$ cat src/rtl/dbeat_ireg.sv
module dbeat_ireg #(
  parameter int IW   = 12,
  parameter int VW   = 16,
  parameter int GW   = 16,
  parameter int FRAC = 10,
  parameter int SHW  = 3,
  parameter int VMAX = 20000,
  localparam int OW  = VW + GW - FRAC + 1
) (
  input  logic                 clk,
  input  logic                 rst_n,
  input  logic                 smp_stb,
  input  logic signed [IW-1:0] i_meas,
  input  logic signed [IW-1:0] i_ref,
  input  logic signed [VW-1:0] v_phase,
  input  logic        [GW-1:0] gain_l,
  input  logic        [GW-1:0] gain_out,
  input  logic                 est_en,
  input  logic                 filt_en,
  input  logic       [SHW-1:0] filt_sh,
  output logic signed [OW-1:0] duty,
  output logic                 duty_vld,
  output logic                 sat_flag
);
  localparam int SW = GW + IW + VW + 4;
  localparam logic signed [SW-1:0] VHI = SW'(VMAX);
  localparam logic signed [SW-1:0] VLO = -VHI;

  logic signed [VW-1:0] v_cur, v_old;
  logic signed [IW-1:0] i_prev;
  logic signed [SW-1:0] e_f;

  logic signed [SW-1:0] gl, go, err, di, kp, kd, e_est, e_flt, e_use, v_raw, v_sat, dprod;
  logic hi, lo;

  assign gl    = SW'($signed({1'b0, gain_l}));
  assign go    = SW'($signed({1'b0, gain_out}));
  assign err   = SW'(i_ref) - SW'(i_meas);
  assign di    = SW'(i_meas) - SW'(i_prev);
  assign kp    = (gl * err) >>> FRAC;
  assign kd    = (gl * di) >>> FRAC;
  assign e_est = SW'(v_old) - kd;
  assign e_flt = e_f + ((e_est - e_f) >>> filt_sh);
  assign e_use = !est_en ? SW'(v_phase) : (filt_en ? e_flt : e_est);
  assign v_raw = kp - SW'(v_cur) + (e_use <<< 1);
  assign hi    = v_raw > VHI;
  assign lo    = v_raw < VLO;
  assign v_sat = hi ? VHI : (lo ? VLO : v_raw);
  assign dprod = (v_sat * go) >>> FRAC;

  always_ff @(posedge clk) begin
    if (!rst_n) begin
      v_cur    <= '0;
      v_old    <= '0;
      i_prev   <= '0;
      e_f      <= '0;
      duty     <= '0;
      duty_vld <= 1'b0;
      sat_flag <= 1'b0;
    end else begin
      duty_vld <= smp_stb;
      if (smp_stb) begin
        v_old    <= v_cur;
        v_cur    <= VW'(v_sat);
        i_prev   <= i_meas;
        e_f      <= filt_en ? e_flt : e_est;
        duty     <= OW'(dprod);
        sat_flag <= hi | lo;
      end
    end
  end
endmodule

$ cat config.mk
export PLATFORM = sky130hd
export DESIGN_NAME = dbeat_ireg
export DESIGN_NICKNAME = d
export VERILOG_FILES = /design/src/rtl/dbeat_ireg.sv
export SDC_FILE = /design/constraint.sdc
export NUM_CORES = 2
export LEC_CHECK = 0
export ABC_AREA = 1
export BUFFER_PORTS_ARGS = -buffer_cell sky130_fd_sc_hd__buf_2
export CAP_MARGIN = 20
export CORE_ASPECT_RATIO = 0.7
export CORE_MARGIN = 8
export CORE_UTILIZATION = 25
export CTS_CLUSTER_DIAMETER = 120
export DETAILED_ROUTE_END_ITERATION = 12
export HOLD_SLACK_MARGIN = 0.15
export SLEW_MARGIN = 20
export SYNTH_ARGS = -nofsm -noshare
export SYNTH_HDL_FRONTEND = slang
export SYNTH_SLANG_ARGS = --single-unit
$ cat constraint.sdc
create_clock -name clk -period 53.8 [get_ports clk]
set_input_delay 0 -clock clk [delete_from_list [all_inputs] [get_ports clk]]
set_output_delay 0 -clock clk [all_outputs]
set_load 0.02 [all_outputs]
==> results.json <==
{
  "status": "finished, final reports clean",
  "min_period_ps": 26450,
  "grt_max_degree": 63,
  "rsz0062_at_grt": "no",
  "cp.required_ps": 54200,
  "synthTopCellsByCount": "1331 x nand2_1, 1241 x inv_1, 674 x fa_1",
  "antenna_found_initial": 4,
  "path_clk_slew_ps": 70,
  "grt_pass1_vias": 37700,
  "worstMarginPinSlew_ps": 1400,
  "port_buffers": 104,
  "cts.sinks": 117,
  "setup_tns_ps": 0,
  "die_h_um": 360,
  "cts-resized-gates": 0,
  "crit_buf_inv": 17,
  "whs_endpoint": "i_prev[0]$_SDFFE_PN0P_",
  "ys_seq_area_share_pct": 5.55,
  "synth.avg_cell_area_um2": 7.18,
  "hold_start": "i_meas[0]",
  "clock_latency_ps": 530,
  "cts_setup_buffers": 0,
  "yosys_most_used_dff": "dfxtp_1",
  "yosysMostFrequentCell": "nand2_1",
  "cts_max_path_buffers": 2,
  "place.gp.congestion": 0.951,
  "min_delay_path_depth": 4,
  "fin_worst_skew_ps": 18.2,
  "hold_class": "in2reg",
  "hold_violations": 0,
  "final_net_count": 7085,
  "rows": 126,
  "drt_wl_total_um": 147000,
  "fin_crit_sh_pct": 49.2,
  "die_area_um2": 183000,
  "path_depth": 122,
  "root_buffer": "clkbuf_16",
  "path_delay_family": "adder cells",
  "post_drt_wl_per_cell_um": 18.0,
  "drv_cap": 0,
  "vias": 38600,
  "synth_edf_count": 0,
  "die_w_um": 507,
  "gr-total-overflow": 0,
  "ioPinCount": 105,
  "drv_slew": 0,
  "hpwlAfterDp_um": 124000,
  "criticalPathCategory": "reg2reg",
  "netlist.area_leader.share_pct": 31.9,
  "synth_area_um2": 42200,
  "r2r_slack_ps": 27350,
  "crit_path_start_kind": "flip-flop",
  "crit_path_max_incr_delay_ps": 580,
  "r2r_cells": 122,
  "drc": 0,
  "htreeDepth": 4,
  "cts_made_buffers": 17,
  "drtIter0Drc": 4182,
  "synth_cells": 5881,
  "design.core.area_um2": 168000,
  "synth_top_cell_by_area": "fa_1",
  "grt_usage_pct": 15.9,
  "reg2reg_to": "duty[20]$_SDFFE_PN0P_",
  "cts_tree": "done",
  "critPathSlowestCell": "fa_1",
  "grt_pass1_wl_um": 228000,
  "via_per_inst": 4.75,
  "area_growth_pct": 8.51,
  "relSlewSlack_pct": 5.98,
  "synth_fp_nets": 7100,
  "cpMostUsedCell": "nand2_1",
  "timing.fmax_mhz": 37.8,
  "r2r_start": "i_prev[0]$_SDFFE_PN0P_",
  "synth_cell_types": 58,
  "async_flop_share_pct": 0,
  "drive_above_1_share_pct": 4.22,
  "drtAntennaViolNets": 0,
  "ys_ff_latch": 117,
  "synthTopCellsByArea": "fa_1 32%, ha_1 14%, nand2_1 12%, inv_1 11%, dfxtp_1 5.5%",
  "setup_viol": 0,
  "dr.pass1.iters": 6,
  "initial_utilization_pct": 25.1,
  "cp-end-kind": "flip-flop",
  "worstPathMaxFanout": 23,
  "yosysWarnings": 0,
  "critPathArrivalTime_ps": 26850
}
layer usage:
| metal | wire, um | up-vias | part of all wire, % | global-route usage, % |
|---|---|---|---|---|
| li1 | - | 18100 | - | - |
| met3 | 13900 | 152 | 9.5 | 3.27 |
| met5 | 13 | - | 0.0089 | 0 |
| met4 | 2710 | 2 | 1.9 | 3.17 |
| met2 | 58400 | 1562 | 40 | 22.4 |
| met1 | 71500 | 18700 | 49 | 24.8 |
flip-flops by register name (all words and copies together), names as in the netlist:
name      count
v_cur        16
e_f          48
v_old        16
duty_vld      1
i_prev       12
sat_flag      1
duty         23
stage by stage:
step           instances  hold WS [ps]  cell area [um2]  worst slack, ps  utilization, %
3_3_place_gp        8069           319            45000            28640            26.8
5_1_grt             8120           346            45800            25310            27.2
6_report            8121           355            45800            27350            27.2
3_5_place_dp        8069           329            45000            28180            26.8
4_1_cts             8118           306            45800            27780            27.2
2_1_floorplan       5881           175            42200            31960               -
how the worst max path moves through the flow:
stage	slack, ps	startpoint	end
2_1_floorplan	31960	i_prev[0]$_SDFFE_PN0P_	duty[19]$_SDFFE_PN0P_
3_3_place_gp	28640	i_prev[0]$_SDFFE_PN0P_	duty[19]$_SDFFE_PN0P_
3_5_place_dp	28180	i_prev[0]$_SDFFE_PN0P_	duty[19]$_SDFFE_PN0P_
4_1_cts	27780	i_prev[0]$_SDFFE_PN0P_	duty[20]$_SDFFE_PN0P_
5_1_grt	25310	i_prev[0]$_SDFFE_PN0P_	duty[20]$_SDFFE_PN0P_
6_report	27350	i_prev[0]$_SDFFE_PN0P_	duty[20]$_SDFFE_PN0P_
placed cells by master (no fill, tap or decap), types with 19 or more instances in the layout:
cell type  synthesis  layout
nand2_1         1331    1330
inv_1           1241    1241
fa_1             674     674
nor2_1           481     480
ha_1             465     465
a21oi_1          284     284
nand3_1          277     277
o21ai_0          249     248
dfxtp_1          117     116
xor2_1           109     108
buf_2              9     104
xnor2_1           77      77
o22ai_1           56      56
or2_2             44      44
a31oi_1           31      31
nand4_1           30      30
buf_4              4      21
o21bai_1          19      19
nor3_1            19      19
a21o_1            19      19
worst register-to-register path, delay by kind of cell (launching register included):
kind | cells | cell delay [ps]
AO/OA/AOI/OAI | 31 | 5970
XOR/XNOR | 5 | 1240
adder cells (fa/ha/maj) | 21 | 9190
buffers and inverters | 17 | 2340
flip-flops | 1 | 310
AND/OR/NAND/NOR | 48 | 7290
cells by family after synthesis:
family                     share of synthesized area, %
and+or+nand+nor                                    21.7
buffers and inverters                              12.9
adders and majority gates                          45.7
AOI/OAI and AO/OA                                  9.93
xor gates and xnor gates                           3.86
DFF                                                5.55
muxes                                             0.284
layout make-up:
class / count / area, um2
clock inverter: 15 / 153
tap: 2240 / 2800
clock buffer: 17 / 425
antenna: 2 / 5.00
sequential: 117 / 2350
inverter: 1266 / 4750
multi-input combinational: 4321 / 34500
timing repair buffer: 143 / 876
fill: 18500 / 122000
what timing repair did:
action / in CTS / in global routing
hold buffers: 17 / 0
endpoints found under the setup margin: 0 / 0
hold endpoints to repair: 27 / 0
Power is left out: the tool's default activity adds up to more than one toggle a clock period on the data nets, which glitch-free logic cannot reach.
